File: config.mk
export PLATFORM = sky130hd
export DESIGN_NAME = i2c_mem_slave
export DESIGN_NICKNAME = d
export VERILOG_FILES = /design/src/rtl/i2c_mem_slave.sv
export SDC_FILE = /design/constraint.sdc
export NUM_CORES = 1
export LEC_CHECK = 0
export ABC_AREA = 1
export BUFFER_PORTS_ARGS = -buffer_cell sky130_fd_sc_hd__buf_4
export CAP_MARGIN = 20
export CORE_AREA = 4 4 74 110
export DETAILED_ROUTE_END_ITERATION = 16
export DIE_AREA = 0 0 78 114
export HOLD_SLACK_MARGIN = 0.06
export PLACE_DENSITY = 0.63
export SLEW_MARGIN = 20
export SYNTH_ARGS = -nofsm -noshare
export SYNTH_HDL_FRONTEND = slang
export SYNTH_SLANG_ARGS = --single-unit
File: constraint.sdc
create_clock -name clk -period 2.6 [get_ports clk]
set_clock_uncertainty 0.2 [all_clocks]
set_input_delay 0 -clock clk [delete_from_list [all_inputs] [get_ports clk]]
set_output_delay 0 -clock clk [all_outputs]
set_load 0.03 [all_outputs]
File: src/rtl/i2c_mem_slave.sv
module i2c_mem_slave #(
  parameter int ADDR_W   = 13,
  parameter int FILT_LEN = 13
) (
  input  logic              clk,
  input  logic              rst_n,
  input  logic              scl_i,
  input  logic              sda_i,
  input  logic [2:0]        dev_pins,
  input  logic              wr_busy,
  input  logic [7:0]        rd_data,
  output logic              sda_oe,
  output logic              addr_load,
  output logic [ADDR_W-1:0] addr_val,
  output logic              wr_strobe,
  output logic [7:0]        wr_data,
  output logic              rd_next,
  output logic              wr_stop
);
  localparam int         CW       = $clog2(FILT_LEN + 1);
  localparam logic       TWO      = (ADDR_W > 11);
  localparam int         NPG      = TWO ? 0 : ADDR_W - 8;
  localparam logic [2:0] CMP_MASK = 3'(3'b111 << NPG);

  typedef enum logic [2:0] {S_IDLE, S_DEV, S_AHI, S_ALO, S_WDAT, S_RDAT, S_WAIT} st_t;

  logic [1:0] raw, filt;
  assign raw = {scl_i, sda_i};

  for (genvar g = 0; g < 2; g++) begin : g_filt
    logic [1:0]    sync;
    logic [CW-1:0] cnt;
    logic          lvl;
    always_ff @(posedge clk or negedge rst_n) begin
      if (!rst_n) begin
        sync <= 2'b11;
        cnt  <= '0;
        lvl  <= 1'b1;
      end else begin
        sync <= {sync[0], raw[g]};
        if (sync[1] == lvl) cnt <= '0;
        else if (cnt == CW'(FILT_LEN - 1)) begin
          lvl <= sync[1];
          cnt <= '0;
        end else cnt <= cnt + 1'b1;
      end
    end
    assign filt[g] = lvl;
  end

  logic scl_f, sda_f, scl_q, sda_q;
  assign scl_f = filt[1];
  assign sda_f = filt[0];

  always_ff @(posedge clk or negedge rst_n) begin
    if (!rst_n) begin
      scl_q <= 1'b1;
      sda_q <= 1'b1;
    end else begin
      scl_q <= scl_f;
      sda_q <= sda_f;
    end
  end

  logic scl_rise, scl_fall, start_c, stop_c;
  assign scl_rise = scl_f & ~scl_q;
  assign scl_fall = ~scl_f & scl_q;
  assign start_c  = scl_f & scl_q & sda_q & ~sda_f;
  assign stop_c   = scl_f & scl_q & ~sda_q & sda_f;

  st_t        st;
  logic [3:0] bitcnt;
  logic [7:0] sh, hi;
  logic [2:0] devhi;
  logic       ack_ok, ack_on, tx_on, rw, wrote;
  logic [7:0] byte_in;
  logic       match;

  assign byte_in = {sh[6:0], sda_f};
  assign match   = (byte_in[7:4] == 4'b1010) &&
                   (((byte_in[3:1] ^ dev_pins) & CMP_MASK) == 3'b000) && !wr_busy;
  assign sda_oe  = ack_on | (tx_on & ~sh[7]);
  assign wr_data = sh;

  always_ff @(posedge clk or negedge rst_n) begin
    if (!rst_n) begin
      st        <= S_IDLE;
      bitcnt    <= '0;
      sh        <= '0;
      hi        <= '0;
      devhi     <= '0;
      ack_ok    <= 1'b0;
      ack_on    <= 1'b0;
      tx_on     <= 1'b0;
      rw        <= 1'b0;
      wrote     <= 1'b0;
      addr_load <= 1'b0;
      addr_val  <= '0;
      wr_strobe <= 1'b0;
      rd_next   <= 1'b0;
      wr_stop   <= 1'b0;
    end else begin
      addr_load <= 1'b0;
      wr_strobe <= 1'b0;
      rd_next   <= 1'b0;
      wr_stop   <= 1'b0;
      if (start_c) begin
        st     <= S_DEV;
        bitcnt <= '0;
        ack_on <= 1'b0;
        tx_on  <= 1'b0;
        wrote  <= 1'b0;
      end else if (stop_c) begin
        wr_stop <= (st == S_WDAT) && wrote;
        st      <= S_IDLE;
        bitcnt  <= '0;
        ack_on  <= 1'b0;
        tx_on   <= 1'b0;
        wrote   <= 1'b0;
      end else if (st != S_IDLE && st != S_WAIT) begin
        if (scl_rise) begin
          if (bitcnt != 4'd8) begin
            bitcnt <= bitcnt + 1'b1;
            if (st != S_RDAT) sh <= byte_in;
            if (bitcnt == 4'd7) begin
              case (st)
                S_DEV: begin
                  ack_ok <= match;
                  rw     <= byte_in[0];
                  devhi  <= byte_in[3:1];
                end
                S_AHI: begin
                  ack_ok <= 1'b1;
                  hi     <= byte_in;
                end
                S_ALO: begin
                  ack_ok    <= 1'b1;
                  addr_load <= 1'b1;
                  addr_val  <= TWO ? ADDR_W'({hi, byte_in}) : ADDR_W'({devhi, byte_in});
                end
                S_WDAT: begin
                  ack_ok    <= 1'b1;
                  wr_strobe <= 1'b1;
                  wrote     <= 1'b1;
                end
                default: ;
              endcase
            end
          end else begin
            bitcnt <= '0;
            case (st)
              S_RDAT: begin
                rd_next <= 1'b1;
                if (sda_f) st <= S_WAIT;
              end
              S_DEV:         st <= !ack_ok ? S_IDLE : rw ? S_RDAT : TWO ? S_AHI : S_ALO;
              S_AHI:         st <= S_ALO;
              S_ALO, S_WDAT: st <= S_WDAT;
              default: ;
            endcase
          end
        end else if (scl_fall) begin
          if (bitcnt == 4'd0) begin
            ack_on <= 1'b0;
            if (st == S_RDAT) begin
              sh    <= rd_data;
              tx_on <= 1'b1;
            end
          end else if (bitcnt == 4'd8) begin
            if (st == S_RDAT) tx_on <= 1'b0;
            else ack_on <= ack_ok;
          end else if (st == S_RDAT) begin
            sh <= {sh[6:0], 1'b0};
          end
        end
      end
    end
  end
endmodule

Word level (Yosys, flattened, before mapping)
Index checks and enable logic that the tools add are counted.
{"block": "totals", "ff_bits": 58, "latchBits": 0, "ram_bits": 0, "mem_bits_ro": 0, "input_bits": 16, "word_cells": 173, "memories": 0}
{"block": "classes", "addsub": 3, "mul": 0, "div_mod_pow": 0, "magnitude_cmp": 0, "n_eq_ne": 22, "n_shift": 0, "mux": 73, "bitwise_logic": 19, "reduce_logical": 34}
{"operator": "2-to-1 mux 8 bit", "n": 8}
{"operator": "2-to-1 mux 1 bit", "n": 46}
{"operator": "2-to-1 mux 4 bit", "n": 9}
{"operator": "AND reduction 7 bit", "n": 4}
{"operator": "2-to-1 mux 3 bit", "n": 8}
{"operator": "nonzero test 3 bit", "n": 8}
{"operator": "AND reduction 5 bit", "n": 4}
{"operator": "== test 4 bit (second input constant)", "n": 4}
{"operator": "adder 4 x 1 -> 4 bit (second input constant)", "n": 3}
{"operator": "inequality test 3 bit (second input constant)", "n": 4}
{"operator": "inequality test 4 bit (second input constant)", "n": 3}
{"operator": "one-hot mux 3 bit (4 select lines)", "n": 1}
{"operator": "inverter 1 bit", "n": 9}
{"operator": "bitwise AND 1 bit", "n": 8}
{"operator": "AND reduction 8 bit", "n": 1}
{"operator": "== test 3 x 2 -> 1 bit (second input constant)", "n": 2}
{"operator": "== test 3 bit (second input constant)", "n": 2}
{"operator": "AND reduction 2 bit", "n": 3}
{"operator": "nonzero test 2 bit", "n": 3}
{"operator": "nonzero test 6 bit", "n": 1}
{"operator": "== test 4 x 3 -> 1 bit (second input constant)", "n": 1}
{"operator": "logical AND 1 bit", "n": 4}
{"operator": "zero test 4 bit", "n": 1}
{"operator": "inequality test 2 x 1 -> 1 bit (second input constant)", "n": 2}
{"operator": "11 further kinds", "n": 12}

Logic depth before layout (Yosys ltp)
{"block": "logic_depth", "depth_word": 9, "ltp_mapped": 11, "depth_no_buf": 10}

Least setup slack after synthesis
No wires, ideal clock.
{"block": "synth_path", "path_kind": "flip-flop to flip-flop", "start": "reg scl_q", "end": "reg sh[1], in the netlist wr_data[1]", "setup_time_ps": 123, "t_arrival_ps": 1532, "slack_ps": 744, "stages_incl_launch_ff": 8, "period_less_slack_ps": 1856, "cell_sequence": "dfstp_2 inv_1 ha_1 inv_1 nand3_1 clkbuf_1 o21ai_0 o21ai_2"}
{"block": "synth_between", "elab_chain_cells": 5}
{"element": "start, declared", "line_no": "51", "source": "logic scl_f, sda_f, scl_q, sda_q;"}
{"element": "start signal, assigned", "line_no": "60", "source": "scl_q <= scl_f;"}
{"element": "bitwise AND 1 bit", "line_no": "68, 69"}
{"element": "bitwise AND 1 bit (on tied branches) (2 in series)", "line_no": "69, 68"}
{"element": "inverter 1 bit (no line)"}
{"element": "AND reduction 8 bit (no line)"}
{"element": "end signal, assigned", "line_no": "124", "source": "if (st != S_RDAT) sh <= byte_in;"}
{"element": "end signal, assigned", "line_no": "166", "source": "sh <= rd_data;"}
{"element": "end signal, assigned", "line_no": "173", "source": "sh <= {sh[6:0], 1'b0};"}
{"element": "end, declared", "line_no": "73", "source": "logic [7:0] sh, hi;"}
Several ways; a longest one is shown, not always the timed one.
A chain may end at the register's enable or synchronous reset.

Final worst setup path
{"block": "layout_path", "start": "reg scl_q", "end": "reg sh[2], in the netlist wr_data[2]"}
Same word-level chain as after synthesis.

==> summary.md <==
| Metric | Value |
|---|---|
| Status | `finished, final reports clean` |
| EDFF count, synth | `0` |
| Storage element area | `1460 sq um` |
| H-tree lvl count | `3` |
| Most common library cells after synthesis | `nand2_1 (86), dfrtp_1 (50), inv_1 (41)` |
| Max Freq | `0.460 GHz` |
| Final hold slack | `0.0596 ns` |
| Adder-cell share of the synthesized area | `4.33%` |
| Tot GR Track Use | `15.2%` |
| Worst min-delay path category | `in -> async` |
| Total wire length | `6.24 mm` |
| Reg2reg path depth | `7` |
| Simple-gate portion of the synthesized area | `24.5%` |
| Final setup fails | `0` |
| Layout cell share with drive strength beyond 1 | `22.9%` |
| Die X | `78 um` |
| CTS tree | `yes` |
| Avg WL per Cell | `12.6 um` |
| Top-count cell post-synth | `nand2_1` |
| Syn Inst Count | `331` |
| Routability cong. | `0.886` |
| Vias in the first global route | `2,402` |
| Root Buffer | `clkbuf_8` |
| Worst EP required | `2.61 ns` |
| Ys flop type | `dfrtp_1` |
| Synthesized area | `2890 sq um` |
| Max Slew Vio Count | `0` |
| Utilization after layout | `50.0%` |
| Routed vias/inst | `around 4.6` |
| Area contributors post-synth | `dfrtp_1 (43%), nand2_1 (11%), dfstp_2 (7.3%)` |
| Largest family of logic cells by synthesized area | `simple AND/OR/NAND/NOR gates` |
| Slew headroom | `51.8%` |
| Xor/xnor cell area share of the yosys netlist | `2.12%` |
| P_leak | `1.79 nW` |
| # placed instances | `468` |
| Die Y | `114 um` |
| Ant diodes | `0` |
| Post-Syn Nets | `357` |
| Max clock buf depth | `2` |
| IO buf count | `41` |
| Syn_area_per_cell | `approximately 8.7 sq um` |
| IO Pins | `42` |
| Final non-filler cell total | `497` |
| DIE AREA | `8890 sq um` |
| # rows | `38` |
| Filler Cell Count | `700` |
| CP endpoint kind | `register` |
| First-pass GRT wire length | `10.6 mm` |
| Clk Latency, worst-skew pair | `~0.34 ns` |
| Synth Area in Compound Gates | `11.5%` |
| Largest net degree at the start of global routing | `59` |
| Via count | `2,292` |
| Area Overhead vs Synth | `24.2%` |
| Multiplexer share of the synthesized area | `0%` |
| DRC viols | `0` |
| Max VDD drop | `271 uV` |
| NumNets Final | `418` |
| Num Clock Sinks | `58` |
| Max Fanout on Critical Path | `14` |
| Worst-Margin Slew | `about 0.72 ns` |
| Max Cap Violations | `0` |
| Initial antenna violation count | `0` |
| Top cell type's share of synthesized area | `43.3%` |
| DRT antenna net count | `0` |
| Crit Path Category | `reg -> reg` |
| Yosys reg bits | `58` |
| CTS clk-pin slew, worst paths | `0.06 ns` |
| Core Area | `7180 sq um` |
| Hold Violations, Final | `0` |
| Sequential-to-total area share from yosys stat | `50.6%` |
| Crit start category | `register` |
| HPWL after DPL | `4.56 mm` |
| Global route total overflow | `0` |
| DR iter-0 viols | `101` |
| Synth async-reset ratio | `100%` |
| Synth cell types | `31` |
| Critical Path AT | `2.19 ns` |
| Drt pass-1 iters | `4` |
| Syn. warnings | `0` |
| Initial Util | `40.3%` |
| RSZ-0062 raised after global routing | `no` |
| Setup Buffers After CTS | `0` |
| PD cells | `around 500 nW/um^2` |
| Synth area leader | `dfrtp_1` |
| Period utilization | `83.7%` |
| Post-layout min period | `~2.2 ns` |
| Total CTS buffers | `9` |
| Final setup TNS | `0 ns` |
| Area of the multi-input gates | `1230 sq um` |
[power breakdown]
group / switching, W / internal [W] / leakage, nW
clock: 0.000334 / 0.000393 / 0.0932
combinational: 0.0000918 / 0.0000589 / 0.966
sequential: 0.0000122 / 0.000923 / 0.730
total: 0.000438 / 0.00137 / 1.79
[final cells by class]
class | count | share of cell area [%]
clock buffer | 13 | 4.43
clock inverter | 3 | 0.418
inverter | 44 | 4.60
multi-input combinational | 225 | 34.2
sequential | 58 | 40.7
tap | 100 | 3.49
timing repair buffer | 54 | 12.2
[final timing paths]
kind                              startpoint                end  slack, ns
max                                    scl_q         wr_data[2]       0.42
min                                    rst_n   g_filt[0].cnt[0]       0.06
max reg2reg                            scl_q         wr_data[2]       0.42
min reg2reg                g_filt[0].sync[0]  g_filt[0].sync[1]       0.15
max in group asynchronous              rst_n             ack_on       1.66
min in group clk                       scl_i  g_filt[1].sync[0]       0.11
[cells by family (layout without fill, tap and decap cells)]
logic type               count (synthesis)  count (layout)
AND/OR/NAND/NOR                        154             154
AO/OA/AOI/OAI                           54              54
buffers and inverters                   48             114
XOR/XNOR                                 7               7
adder cells (fa/ha/maj)                 10              10
flip-flops                              58              58
[critical path, cell delays in order (launching register included)]
cell and delay, ns:
dfstp_2 0.54, inv_1 0.04, ha_1 0.21, inv_1 0.17
nand3_1 0.34, or2_2 0.39, o21ai_0 0.07, o21ai_0 0.09
[metrics by stage]
step / area, sq um / setup slack (ns) / power, W
floorplan: 2890 / 0.744 / 0.00103
global placement: 3290 / 0.483 / 0.00109
detailed placement: 3290 / 0.415 / 0.00109
CTS: 3590 / 0.409 / 0.00184
global route: 3590 / 0.196 / 0.00190
finish: 3590 / 0.424 / 0.00181
[layer usage]
layer  vias up  track usage (%)  part of all wire [%]
met5         -                0                     0
met4         0             8.63                   3.5
met3        17             4.11                   3.9
met2        44             26.7                    51
met1      1058             16.4                    42
li1       1173                -                     -
[cells in the final DEF, fill, tap and decap left out, types with 2 or more instances in the layout]
cell / n
a21oi_1: 9
buf_4: 41
clkbuf_1: 2
clkbuf_8: 11
clkinv_2: 3
dfrtp_1: 50
dfstp_2: 8
dlygate4sd3_1: 13
ha_1: 10
inv_1: 41
inv_2: 3
nand2_1: 86
nand3_1: 20
nand3_4: 2
nand4_1: 3
nor2_1: 29
nor2_2: 2
nor3_1: 4
o21ai_0: 23
o21ai_1: 4
o21ai_2: 14
o21bai_1: 2
xnor2_1: 5
xor2_1: 2
[registers in the layout, indices dropped and copies added (netlist names), 2 cells and up]
| name | count |
|---|---|
| st | 3 |
| wr_data | 8 |
| g_filt.lvl | 2 |
| bitcnt | 4 |
| addr_val | 13 |
| hi | 5 |
| g_filt.cnt | 8 |
| g_filt.sync | 4 |
[what timing repair did]
action                     4_1_cts  5_1_grt
hold endpoints to repair        69        0
gates resized for setup          0        0
setup endpoints to repair        0        0
hold buffers                    13        0
No activity file was read; power rests on OpenSTA's default activity.
